[src/rtl/irqagg_pkg.sv]
package irqagg_pkg;
  localparam int DW       = 32;
  localparam int ADDR_W   = 4;
  localparam int A_W      = 6;
  localparam int B_W      = 27;
  localparam int C_W      = 12;
  localparam int A_GROUPS = 1;
  localparam int B_GROUPS = 3;
  localparam int C_GROUPS = 5;
  localparam int N_IRQ    = A_GROUPS + B_GROUPS + C_GROUPS;

  typedef enum logic [ADDR_W-1:0] {
    RA_ENSET = 4'd0, RA_ENCLR = 4'd1, RA_STAT = 4'd2,
    RB_ENSET = 4'd3, RB_ENCLR = 4'd4, RB_STAT = 4'd5,
    RC_ENSET = 4'd6, RC_ENCLR = 4'd7, RC_STAT = 4'd8,
    RC_STCLR = 4'd9, R_EOI    = 4'd10
  } reg_addr_e;

  // contiguous bit mask from lo to hi inclusive
  function automatic logic [DW-1:0] span(input int lo, input int hi);
    logic [DW-1:0] m;
    m = '0;
    for (int i = 0; i < DW; i++)
      if (i >= lo && i <= hi) m[i] = 1'b1;
    return m;
  endfunction

  // true when a group holds at least one active bit
  function automatic logic hit_group(input logic [DW-1:0] bits, input logic [DW-1:0] mask);
    return |(bits & mask);
  endfunction
endpackage

[src/rtl/irqagg_level_bank.sv]
module irqagg_level_bank
  import irqagg_pkg::*;
#(
  parameter int W        = 6,
  parameter int NG       = 1,
  parameter int VEC_BASE = 0,
  parameter logic [NG-1:0][DW-1:0] GMASK = '1
) (
  input  logic          clk,
  input  logic          rst_n,
  input  logic [W-1:0]  src,
  input  logic          en_set_we,
  input  logic          en_clr_we,
  input  logic [W-1:0]  wdata,
  input  logic          eoi_we,
  input  logic [DW-1:0] eoi_vec,
  output logic [W-1:0]  en_o,
  output logic [W-1:0]  status_o,
  output logic [NG-1:0] irq_o
);
  logic [W-1:0]  en_q;
  logic [NG-1:0] any_w, any_q, eoi_hit_w, irq_q;

  assign status_o = src & en_q;
  assign en_o     = en_q;
  assign irq_o    = irq_q;

  always_ff @(posedge clk or negedge rst_n) begin
    if (!rst_n)         en_q <= '0;
    else if (en_set_we) en_q <= en_q | wdata;
    else if (en_clr_we) en_q <= en_q & ~wdata;
  end

  for (genvar g = 0; g < NG; g++) begin : g_grp
    assign any_w[g]     = hit_group(DW'(status_o), GMASK[g]);
    assign eoi_hit_w[g] = eoi_we && (eoi_vec == DW'(VEC_BASE + g));

    always_ff @(posedge clk or negedge rst_n) begin
      if (!rst_n) begin
        any_q[g] <= 1'b0;
        irq_q[g] <= 1'b0;
      end else begin
        any_q[g] <= any_w[g];
        irq_q[g] <= any_w[g] && (!any_q[g] || eoi_hit_w[g]);
      end
    end


    rise_fires_chk: assert property (@(posedge clk) disable iff (!rst_n)
      $rose(any_w[g]) |=> irq_q[g]);

    pulse_needs_level_chk: assert property (@(posedge clk) disable iff (!rst_n)
      irq_q[g] |-> $past(any_w[g]));
  end
endmodule

[src/rtl/irqagg_pulse_bank.sv]
module irqagg_pulse_bank
  import irqagg_pkg::*;
#(
  parameter int W  = 12,
  parameter int NG = 5,
  parameter logic [NG-1:0][DW-1:0] GMASK = '1
) (
  input  logic          clk,
  input  logic          rst_n,
  input  logic [W-1:0]  src,
  input  logic          en_set_we,
  input  logic          en_clr_we,
  input  logic          st_clr_we,
  input  logic [W-1:0]  wdata,
  output logic [W-1:0]  en_o,
  output logic [W-1:0]  status_o,
  output logic [NG-1:0] irq_o
);
  logic [W-1:0]  en_q, st_q, clr_w, fresh_w;
  logic [NG-1:0] irq_q;

  assign clr_w    = st_clr_we ? wdata : '0;
  assign fresh_w  = src & ~st_q & en_q;
  assign en_o     = en_q;
  assign status_o = st_q;
  assign irq_o    = irq_q;

  always_ff @(posedge clk or negedge rst_n) begin
    if (!rst_n) begin
      en_q <= '0;
      st_q <= '0;
    end else begin
      if (en_set_we)      en_q <= en_q | wdata;
      else if (en_clr_we) en_q <= en_q & ~wdata;
      st_q <= (st_q & ~clr_w) | src;
    end
  end

  for (genvar g = 0; g < NG; g++) begin : g_grp
    always_ff @(posedge clk or negedge rst_n) begin
      if (!rst_n) irq_q[g] <= 1'b0;
      else        irq_q[g] <= hit_group(DW'(fresh_w), GMASK[g]);
    end


    pulse_enabled_chk: assert property (@(posedge clk) disable iff (!rst_n)
      irq_q[g] |-> hit_group(DW'($past(en_q)), GMASK[g]));
  end


  sticky_hold_chk: assert property (@(posedge clk) disable iff (!rst_n)
    1'b1 |=> (($past(st_q) & ~$past(clr_w) & ~st_q) == '0));

  set_wins_chk: assert property (@(posedge clk) disable iff (!rst_n)
    (|src) |=> (($past(src) & ~st_q) == '0));
endmodule

[src/rtl/irq_aggregator.sv]
module irq_aggregator
  import irqagg_pkg::*;
(
  input  logic              clk,
  input  logic              rst_n,
  input  logic [A_W-1:0]    lvl_a_i,
  input  logic [B_W-1:0]    lvl_b_i,
  input  logic [C_W-1:0]    pls_c_i,
  input  logic              bus_we,
  input  logic [ADDR_W-1:0] bus_addr,
  input  logic [DW-1:0]     bus_wdata,
  output logic [DW-1:0]     bus_rdata,
  output logic [N_IRQ-1:0]  irq_o
);
  localparam logic [A_GROUPS-1:0][DW-1:0] MASK_A = {span(0, A_W-1)};
  localparam logic [B_GROUPS-1:0][DW-1:0] MASK_B = {span(26, 26), span(22, 25), span(0, 21)};
  localparam logic [C_GROUPS-1:0][DW-1:0] MASK_C =
    {span(11, 11), span(10, 10), span(9, 9), span(6, 8), span(0, 5)};

  logic [A_W-1:0] en_a, st_a;
  logic [B_W-1:0] en_b, st_b;
  logic [C_W-1:0] en_c, st_c;
  logic [A_GROUPS-1:0] irq_a;
  logic [B_GROUPS-1:0] irq_b;
  logic [C_GROUPS-1:0] irq_c;
  logic eoi_we;

  function automatic logic wr_to(input logic we, input logic [ADDR_W-1:0] a, input reg_addr_e r);
    return we && (a == r);
  endfunction

  assign eoi_we = wr_to(bus_we, bus_addr, R_EOI);

  irqagg_level_bank #(.W(A_W), .NG(A_GROUPS), .VEC_BASE(0), .GMASK(MASK_A)) u_bank_a (
    .clk, .rst_n, .src(lvl_a_i),
    .en_set_we(wr_to(bus_we, bus_addr, RA_ENSET)),
    .en_clr_we(wr_to(bus_we, bus_addr, RA_ENCLR)),
    .wdata(bus_wdata[A_W-1:0]), .eoi_we, .eoi_vec(bus_wdata),
    .en_o(en_a), .status_o(st_a), .irq_o(irq_a));

  irqagg_level_bank #(.W(B_W), .NG(B_GROUPS), .VEC_BASE(A_GROUPS), .GMASK(MASK_B)) u_bank_b (
    .clk, .rst_n, .src(lvl_b_i),
    .en_set_we(wr_to(bus_we, bus_addr, RB_ENSET)),
    .en_clr_we(wr_to(bus_we, bus_addr, RB_ENCLR)),
    .wdata(bus_wdata[B_W-1:0]), .eoi_we, .eoi_vec(bus_wdata),
    .en_o(en_b), .status_o(st_b), .irq_o(irq_b));

  irqagg_pulse_bank #(.W(C_W), .NG(C_GROUPS), .GMASK(MASK_C)) u_bank_c (
    .clk, .rst_n, .src(pls_c_i),
    .en_set_we(wr_to(bus_we, bus_addr, RC_ENSET)),
    .en_clr_we(wr_to(bus_we, bus_addr, RC_ENCLR)),
    .st_clr_we(wr_to(bus_we, bus_addr, RC_STCLR)),
    .wdata(bus_wdata[C_W-1:0]),
    .en_o(en_c), .status_o(st_c), .irq_o(irq_c));

  assign irq_o = {irq_c, irq_b, irq_a};

  always_comb begin
    case (bus_addr)
      RA_ENSET, RA_ENCLR: bus_rdata = DW'(en_a);
      RA_STAT:            bus_rdata = DW'(st_a);
      RB_ENSET, RB_ENCLR: bus_rdata = DW'(en_b);
      RB_STAT:            bus_rdata = DW'(st_b);
      RC_ENSET, RC_ENCLR: bus_rdata = DW'(en_c);
      RC_STAT:            bus_rdata = DW'(st_c);
      default:            bus_rdata = '0;
    endcase
  end


  reserved_zero_chk: assert property (@(posedge clk) disable iff (!rst_n)
    (bus_addr inside {RC_ENSET, RC_ENCLR, RC_STAT}) |-> (bus_rdata[DW-1:C_W] == '0));
endmodule

[config.mk]
export PLATFORM = sky130hd
export DESIGN_NAME = irq_aggregator
export DESIGN_NICKNAME = d
export VERILOG_FILES = /design/src/rtl/irqagg_pkg.sv /design/src/rtl/irqagg_level_bank.sv /design/src/rtl/irqagg_pulse_bank.sv /design/src/rtl/irq_aggregator.sv
export SDC_FILE = /design/constraint.sdc
export NUM_CORES = 1
export LEC_CHECK = 0
export BUFFER_PORTS_ARGS = -buffer_cell sky130_fd_sc_hd__buf_4
export CAP_MARGIN = 0
export CORE_AREA = 8 8 80 110
export CTS_BUF_LIST = sky130_fd_sc_hd__clkbuf_2 sky130_fd_sc_hd__clkbuf_4 sky130_fd_sc_hd__clkbuf_8
export DETAILED_ROUTE_END_ITERATION = 10
export DIE_AREA = 0 0 88 118
export GPL_TIMING_DRIVEN = 0
export PLACE_DENSITY_LB_ADDON = 0.08
export SLEW_MARGIN = 20
export SYNTH_ARGS = -nofsm -noshare
export SYNTH_HDL_FRONTEND = slang
export SYNTH_SLANG_ARGS = --single-unit
[constraint.sdc]
create_clock -name clk -period 3.3 [get_ports clk]
set_input_delay 0.33 -clock clk [delete_from_list [all_inputs] [get_ports clk]]
set_output_delay 0.33 -clock clk [all_outputs]
set_load 0.005 [all_outputs]
# ---- Word-level counts from Yosys, hierarchy flattened
# Index checks and enable logic that the tools add are counted.
dict set report totals {
  reg_bits 70
  in_bits 84
  out_inout_bits 41
}
dict set report op_classes {
  bitwise_logic 17
  n_eq_ne 13
  mux 8
  n_reduce_logical 37
}
# operator count
set ops {}
lappend ops {{one-hot mux 27 bit (6 select lines)} 1}
lappend ops {{== test 32 x 2 -> 1 bit, second input constant} 2}
lappend ops {{bitwise AND 27 bit} 2}
lappend ops {{two-way mux 27 bit} 2}
lappend ops {{bitwise AND 12 bit} 4}
lappend ops {{two-way mux 12 bit} 3}
lappend ops {{NOT 12 bit} 3}
lappend ops {{== test 32 x 1 -> 1 bit, second input constant} 1}
lappend ops {{zero test 32 bit} 1}
lappend ops {{NOT 27 bit} 1}
lappend ops {{OR 27 bit} 1}
lappend ops {{OR 12 bit} 2}
lappend ops {{OR reduction 22 bit} 1}
lappend ops {{== test 4 x 3 -> 1 bit, second input constant} 4}
lappend ops {{logical AND 1 bit} 16}
lappend ops {{bitwise AND 6 bit} 2}
lappend ops {{== test 4 bit, second input constant} 3}
lappend ops {{two-way mux 6 bit} 2}
lappend ops {{OR reduction 6 bit} 2}
lappend ops {{== test 4 x 2 -> 1 bit, second input constant} 2}
lappend ops {{NOT 6 bit} 1}
lappend ops {{OR 6 bit} 1}
lappend ops {{nonzero test 2 bit} 3}
lappend ops {{OR reduction 2 bit} 3}
lappend ops {{other kinds (6)} 12}

# ---- Longest topological paths before layout
# Gate-level depths: netlist of run 1.
dict set report depth {
  word_depth 6
  mapped_depth 7
  depth_no_buf 4
}

# ---- Modules after synthesis
# A second synthesis of run 1 with hierarchy kept.
dict set report hier_totals {
  cells_unflattened 419
  area_unflattened_um2 3977.6
}
# mod area_each_um2 seq_area_each_um2 cells_each instances
set by_module_without_submodules {}
lappend by_module_without_submodules {{irqagg_level_bank at u_bank_b} 1616.6 825.8 157 1}
lappend by_module_without_submodules {irqagg_pulse_bank 1128.6 725.7 100 1}
lappend by_module_without_submodules {irq_aggregator 807.0 0.0 120 1}
lappend by_module_without_submodules {{irqagg_level_bank at u_bank_a} 425.4 200.2 42 1}

# ---- Least setup slack after synthesis of run 1
# Ideal clock, no wire load.
dict set report synth_path {
  path_kind {input-to-output}
  startpoint {input port bus_addr[0]}
  endpoint {output port bus_rdata[10]}
  required_time_ns 2.970
  cell_stages 6
  slack_ns 1.378
  path_buffers 2
  t_arrival_ns 1.592
  path_cell_list {buf_6 > or3b_4 > a21oi_1 > clkbuf_1 > a21oi_1 > o21ai_0}
}
dict set report synth_via {
  elab_chain_len 3
  word_cells_on_any_way 13
  classes_between {eq/ne: 8; mux: 1; reduce/logical: 4}
}
# item line
set synth_lines {}
lappend synth_lines {{from (decl)} irq_aggregator.sv:10} ;# input logic [ADDR_W-1:0] bus_addr,
lappend synth_lines {{== test 4 x 3 -> 1 bit, or another cell as far along} irq_aggregator.sv:59} ;# case (bus_addr)
lappend synth_lines {{OR reduction 2 bit} irq_aggregator.sv:59}
lappend synth_lines {{one-hot mux 27 bit (6 select lines) *} irq_aggregator.sv:59}
lappend synth_lines {{to (decl)} irq_aggregator.sv:12} ;# output logic [DW-1:0] bus_rdata,
# Mark *: on every way between the ends. The rest lies on a longest branch, timed or not.

# ---- Final worst setup path of run 1
dict set report layout_path {
  startpoint {input port bus_addr[2]}
  endpoint {output port bus_rdata[7]}
}
# The elaborated chain is that of the path after synthesis.

==> out/metrics.yaml, run 1 <==
clock-sinks: 70
hold_viol_final: 0
ant_nets: 0
first_iter_violations: 234
grt_pass1_vias: 4018
grt_antenna_before_repair: 0
rsz0062_at_grt: "false"
io_pins: 125
critPathLaunchType: "primary input"
worst_pin_slew_ns: 1.02
p_int_w: 0.00162
dieArea_um2: 10400
cts_resized: 0
crit_path_max_fanout: 10
fin_cells: 660
wl_per_cell_um: 19.2
drive_gt1_share_pct: 26.8
fin_nets: 642
p_sw_w: 0.000703
fin_crit_sh_pct: 78.9
die_x_um: 88
peakVddDrop_mv: 0.376
finalSetupViolCount: 0
clk_path_buf_depth: 2
worst-path-buf-inv: 5
p_per_area_nw_per_um2: 454
cp_top_family: "buffers and inverters"
slew_headroom_pct: 30.7
syn2layout_area_growth_pct: 30.4
cp_slowest_cell: "clkbuf_1"
yosys_warnings: 0
netlist_area_um2: 3920
route.vias.total: 3815
cts_tree: "done"
grt_pass1_wl_mm: 19.9
yosysUniqueCellTypes: 42
worstSetupPathDepth: 9
clk_pin_slew_ns: 0.08
leakage_nw: 2.43
hold_path.class: "primary input to async pin"
wl_mm: 12.6
start_util_pct: 54.6
diodes: 0
syn_avg_cell_area_um2: 9.16
max_stage_delay_ns: 0.34
port_buffers: 115
seqPwrFrac_pct: 48.3
cts-root-buf: "clkbuf_8"
gp_congestion: 0.905
post_cts_buffers: 0
worst_setup_path_end_kind: "primary output"
fin_setup_tns_ns: 0
clockPowerShare_pct: 29.1
grtUsageTotal_pct: 24.9
drcViolationCount: 0
drv_slew: 0
power_frac_comb_pct: 22.6
cp.arrival_ns: 2.27
hpwlAfterDp_mm: 9.89
h-tree-depth: 3
fmax_mhz: 384
core-area_um2: 7180
vias_per_cell: 5.78
status: "finished clean"
skew_ns: 0.00540
path_cells: "buf_4 > clkbuf_1 > nor2b_1 > clkbuf_1 > and3b_1 > buf_2 > a21oi_1 > o21ai_0 > buf_4"
yosysSeqAreaShare_pct: 44.7
r2r_cells: 4
ys_ff_latch: 70
min_period_ns: 2.60
worstSkewPairLatency_ns: 0.36
synth_cells: 428
worstPathRequired_ns: 2.97
swShare_pct: 30.2
rows: 37
numCtsBuffers: 9
grt-ovfl-total: 0
dr.pass1.iters: 5
startpoint: "bus_addr[2]"
path_class: "primary input to primary output"
die_h_um: 118
dp.cells: 644
holdBufCountCts: 0
grt_max_degree: 71
drv_cap: 0
worst paths after layout:
check | to | slack, ns
worst max-delay path | bus_rdata[7] | 0.70
worst min-delay path | async pin | 0.07
worst max register to register | u_bank_b.irq_o[0] | 1.87
worst min register to register | u_bank_b.irq_o[1] | 0.44
max in group asynchronous | u_bank_c.status_o[0] | 2.65
min in group clk | u_bank_c.status_o[9] | 0.16
worst register-to-register path, delay by kind of cell, from the launching register on:
family	cells	cell delay, ns
AOI/OAI and AO/OA	3	0.79
DFF	1	0.39
and+or+nand+nor	1	0.10
stage by stage:
stage / setup slack [ns] / instance area [um2] / total power [W] / hold WS, ns / util, %
finish: 0.696 / 5110 / 0.00232 / 0.0739 / 71.3
global route: 0.587 / 5110 / 0.00244 / 0.149 / 71.3
CTS: 0.753 / 5110 / 0.00233 / 0.123 / 71.2
detailed placement: 0.762 / 4920 / 0.00166 / 0.435 / 68.6
global placement: 0.789 / 4920 / 0.00164 / 0.417 / 68.6
floorplan: 1.38 / 3940 / 0.00138 / 0.0344 / -
cells by family (layout without fill, tap and decap cells):
| logic type | after synthesis | after routing | share of synthesized area (%) |
|---|---|---|---|
| AO/OA/AOI/OAI | 114 | 114 | 21.1 |
| buffers and inverters | 57 | 188 | 6.80 |
| flip-flops | 70 | 70 | 44.7 |
| multiplexers | 18 | 18 | 4.60 |
| other | 1 | 5 | 0.0957 |
| AND/OR/NAND/NOR | 168 | 168 | 22.8 |
cell type report:
| type | instances | area [um2] |
|---|---|---|
| Inverter | 26 | 97.6 |
| Clock inverter | 7 | 65.1 |
| Tap cell | 97 | 121 |
| Multi-Input combinational cell | 305 | 1920 |
| Timing Repair Buffer | 115 | 863 |
| Buffer | 31 | 169 |
| Clock buffer | 9 | 124 |
| Sequential cell | 70 | 1750 |
| Fill cell | 618 | 2060 |
power by group through the flow:
stage | Clock (W) | Combinational, W | Sequential, W
after global routing | 0.000723 | 0.000577 | 0.00114
after floorplan | 0 | 0.000291 | 0.00109
final | 0.000677 | 0.000524 | 0.00112
after detailed placement | 0 | 0.000522 | 0.00114
after CTS | 0.000686 | 0.000526 | 0.00112
after global placement | 0 | 0.000509 | 0.00113
layer usage:
layer  vias to the layer above  wire length, um  GRT usage, %
met5                         -                0             0
li1                       1779                -             -
met2                       180             6480          42.2
met4                         0              475          12.8
met3                        38              959          6.15
met1                      1818             4740          27.6
synth_stat cells, drive strengths merged:
master / count / area (um2)
nand2: 80 / 300
and4: 1 / 8.76
and3b: 2 / 17.5
clkbuf: 17 / 65.1
a32oi: 5 / 43.8
dfrtp: 70 / 1750
nand2b: 17 / 106
a22o: 27 / 236
a211oi: 1 / 20.0
and2: 3 / 18.8
a21o: 13 / 97.6
a221o: 1 / 10.0
o21ai: 11 / 55.1
inv: 26 / 97.6
nor4b: 3 / 26.3
a21oi: 24 / 120
nand4: 9 / 56.3
buf: 14 / 104
nor3b: 18 / 140
nor4: 5 / 37.5
nor3: 4 / 20.0
a221oi: 1 / 8.76
or4: 1 / 7.51
nand3: 5 / 25.0
mux2i: 18 / 180
o22ai: 3 / 18.8
a32o: 1 / 10.0
nand3b: 8 / 60.1
nor2: 5 / 18.8
a21boi: 3 / 22.5
conb: 1 / 3.75
or3: 1 / 6.26
or3b: 1 / 11.3
and3: 2 / 12.5
a22oi: 22 / 165
o221ai: 2 / 17.5
nor2b: 3 / 18.8
layout by cell type (no fill, tap or decap), drive strengths merged:
cell type  Yosys  final
nand3          5      5
a221oi         1      1
or4            1      1
nor2           5      5
dfrtp         70     70
nand2         80     80
a32o           1      1
nor3           4      4
nor4           5      5
or3            1      1
mux2i         18     18
and3b          2      2
a211oi         1      1
a22oi         22     22
conb           1      5
o21ai         11     11
inv           26     26
a21o          13     13
a32oi          5      5
nand2b        17     17
nand3b         8      8
a221o          1      1
buf           14    129
bufinv         0      1
and2           3      3
and4           1      1
clkinvlp       0      2
and3           2      2
clkbuf        17     26
a21oi         24     24
nor3b         18     18
clkinv         0      4
nor2b          3      3
o22ai          3      3
a22o          27     27
a21boi         3      3
nor4b          3      3
or3b           1      1
nand4          9      9
o221ai         2      2
(Power assumes the default switching activity.)
==> run 2, diff against run 1 <==
--- a/config.mk
+++ b/config.mk
@@ -5,12 +5,13 @@
 export SDC_FILE = /design/constraint.sdc
 export NUM_CORES = 1
 export LEC_CHECK = 0
+export ABC_AREA = 1
 export BUFFER_PORTS_ARGS = -buffer_cell sky130_fd_sc_hd__buf_4
 export CAP_MARGIN = 0
-export CORE_AREA = 8 8 80 110
+export CORE_AREA = 8 8 82 113
 export CTS_BUF_LIST = sky130_fd_sc_hd__clkbuf_2 sky130_fd_sc_hd__clkbuf_4 sky130_fd_sc_hd__clkbuf_8
 export DETAILED_ROUTE_END_ITERATION = 10
-export DIE_AREA = 0 0 88 118
+export DIE_AREA = 0 0 90 121
 export GPL_TIMING_DRIVEN = 0
 export PLACE_DENSITY_LB_ADDON = 0.08
 export SLEW_MARGIN = 20
==> constraint.sdc (replaced) <==
create_clock -name clk -period 2.7 [get_ports clk]
set_input_delay 0.27 -clock clk [delete_from_list [all_inputs] [get_ports clk]]
set_output_delay 0.27 -clock clk [all_outputs]
set_load 0.005 [all_outputs]
==> run 2 against run 1 <==
Register-to-register slack got worse by 0.30 ns. Core utilization decreased by 4.3 points. Synthesized area is 1.0% lower. Count of clock-buffer cells in the layout stayed put. First-iteration DRC count decreased by 18%. Design area fell by 0.39%. Clock power up 23%. Die area is 4.9% higher. Synthesized cell count rose by 20%. Clock skew is 0.0018 ns higher. Critical path type unchanged. Critical endpoint is now bus_rdata[13]. Highest routed layer unchanged.
==> out/metrics.yaml, run 2 <==
cp_slowest_cell: "o21ai_0"
wl_per_cell_um: 15.8
port_buffers: 118
clk_path_buf_depth: 2
critPathLaunchType: "primary input"
grt-ovfl-total: 0
yosysSeqAreaShare_pct: 45.1
clk_pin_slew_ns: 0.08
fin_setup_tns_ns: 0
syn_avg_cell_area_um2: 7.55
fin_crit_sh_pct: 65.9
p_int_w: 0.00194
crit_path_frequent_cell: "buf_4"
skew_ns: 0.00716
hold_viol_final: 0
grt_antenna_before_repair: 0
worst_pin_slew_ns: 0.911
grt_pass1_vias: 3883
drcViolationCount: 0
ys_ff_latch: 70
cts-root-buf: "clkbuf_8"
numCtsBuffers: 9
ant_nets: 0
synth_cells: 514
dp.cells: 736
status: "finished clean"
hold_path.class: "primary input to async pin"
synth_most_common_cell: "nand2_1"
drv_slew: 0
die_h_um: 121
synth_top_cell_area_share_pct: 45.1
core-area_um2: 7610
fin_nets: 731
worst_setup_path_end_kind: "primary output"
start_util_pct: 51.0
min_period_ns: 1.78
clockPowerShare_pct: 29.8
wl_mm: 11.8
slew_headroom_pct: 39.3
cts_resized: 0
gp_congestion: 0.875
finalSetupViolCount: 0
dr.pass1.iters: 4
max_stage_delay_ns: 0.29
final_cell_mix: "125 x buf_4, 119 x nand2_1, 70 x dfrtp_1"
drive_gt1_share_pct: 27.8
fin_util_pct: 67.0
fillers: 671
yosysUniqueCellTypes: 29
h-tree-depth: 3
final_common_cell: "buf_4"
grtUsageTotal_pct: 22.0
syn2layout_area_growth_pct: 31.3
cts_tree: "done"
p_sw_w: 0.000865
clock-sinks: 70
p_per_area_nw_per_um2: 550
path_cells: "buf_4 > nor2_4 > nand2_2 > clkbuf_1 > o21ai_0 > buf_4"
dieArea_um2: 10900
cp.arrival_ns: 1.51
final_area_um2: 5090
grt_pass1_wl_mm: 19.0
leakage_nw: 2.54
swShare_pct: 30.9
post_dp_cell_area_um2: 4910
synth_top_area_cell: "dfrtp_1"
async_flop_share_pct: 100
vias_per_cell: 5.12
peakVddDrop_mv: 0.380
path_class: "primary input to primary output"
holdBufCountCts: 0
synth_common_cells: "119 x nand2_1, 70 x dfrtp_1, 63 x o21ai_0, 61 x nor2_1, 59 x inv_1"
netlist_area_um2: 3880
crit_path_max_fanout: 10
ys.flop_type: "dfrtp_1"
hpwlAfterDp_mm: 9.30
post_cts_buffers: 0
synth-edff-count: 0
seqPwrFrac_pct: 48.4
synthTopCellsByArea: "dfrtp_1 45%, nand2_1 12%, o21ai_0 8.1%, nor2_1 5.9%, inv_1 5.7%"
worstPathRequired_ns: 2.43
route.vias.total: 3844
fmax_mhz: 562
io_pins: 125
yosys_warnings: 0
first_iter_violations: 193
fin_cells: 751
rows: 38
diodes: 0
power_frac_comb_pct: 21.9
grt_max_degree: 71
worstSkewPairLatency_ns: 0.36
total_power_w: 0.00280
drv_cap: 0
rsz0062_at_grt: "false"
die_x_um: 90
[run 2: layout make-up]
class / count / area [um2] / share of cell area [%]
buffer: 19 / 133 / 2.60
clock buffer: 9 / 124 / 2.43
clock inverter: 6 / 63.8 / 1.25
inverter: 64 / 240 / 4.72
multi-input combinational: 365 / 1770 / 34.8
sequential: 70 / 1750 / 34.4
tap: 100 / 125 / 2.46
timing repair buffer: 118 / 886 / 17.4
[run 2: layer usage]
layer / vias up / routed length, um / track usage, %
li1: 1935 / - / -
met1: 1754 / 4660 / 24.6
met2: 133 / 5950 / 37.6
met3: 22 / 854 / 6.56
met4: 0 / 379 / 10.3
met5: - / 0 / 0
[run 2: final timing paths]
| kind | from | to | slack (ns) | cells after the start |
|---|---|---|---|---|
| max | bus_addr[3] | bus_rdata[13] | 0.92 | 6 |
| min | rst_n | u_bank_c.status_o[3] | 0.01 | 1 |
| max reg2reg | flip-flop | u_bank_b.irq_o[0] | 1.57 | 6 |
| min reg2reg | u_bank_a.any_q | u_bank_a.irq_o | 0.42 | 1 |
| max in group asynchronous | rst_n | async pin | 2.07 | 1 |
| min in group clk | pls_c_i[6] | u_bank_c.status_o[6] | 0.09 | 3 |
[run 2: per-stage QoR]
stage	setup WS [ns]	hold WS [ns]
final	0.920	0.0140
after global placement	0.919	0.409
after floorplan	1.41	-0.0256
after detailed placement	0.929	0.418
after global routing	0.722	0.0990
after CTS	0.915	0.0522
[run 2: logic make-up (layout without fill, tap and decap cells)]
group | count (synthesis) | count (layout) | synth area share, %
AOI/OAI and AO/OA | 140 | 140 | 21.1
and+or+nand+nor | 220 | 220 | 24.1
DFF | 70 | 70 | 45.1
other | 1 | 5 | 0.0967
buffers and inverters | 83 | 216 | 9.61
[run 2: worst max-delay path: cells and delay by family]
kind | cells | cell delay [ns]
buffers and inverters | 3 | 0.57
AOI/OAI and AO/OA | 1 | 0.29
and+or+nand+nor | 2 | 0.37
[run 2: power by group through the flow]
| stage | combinational [W] | sequential (W) | clock, W |
|---|---|---|---|
| global placement | 0.000601 | 0.00137 | 0 |
| global route | 0.000693 | 0.00138 | 0.000888 |
| floorplan | 0.000339 | 0.00134 | 0 |
| detailed placement | 0.000616 | 0.00137 | 0 |
| finish | 0.000612 | 0.00135 | 0.000834 |
| CTS | 0.000619 | 0.00135 | 0.000849 |
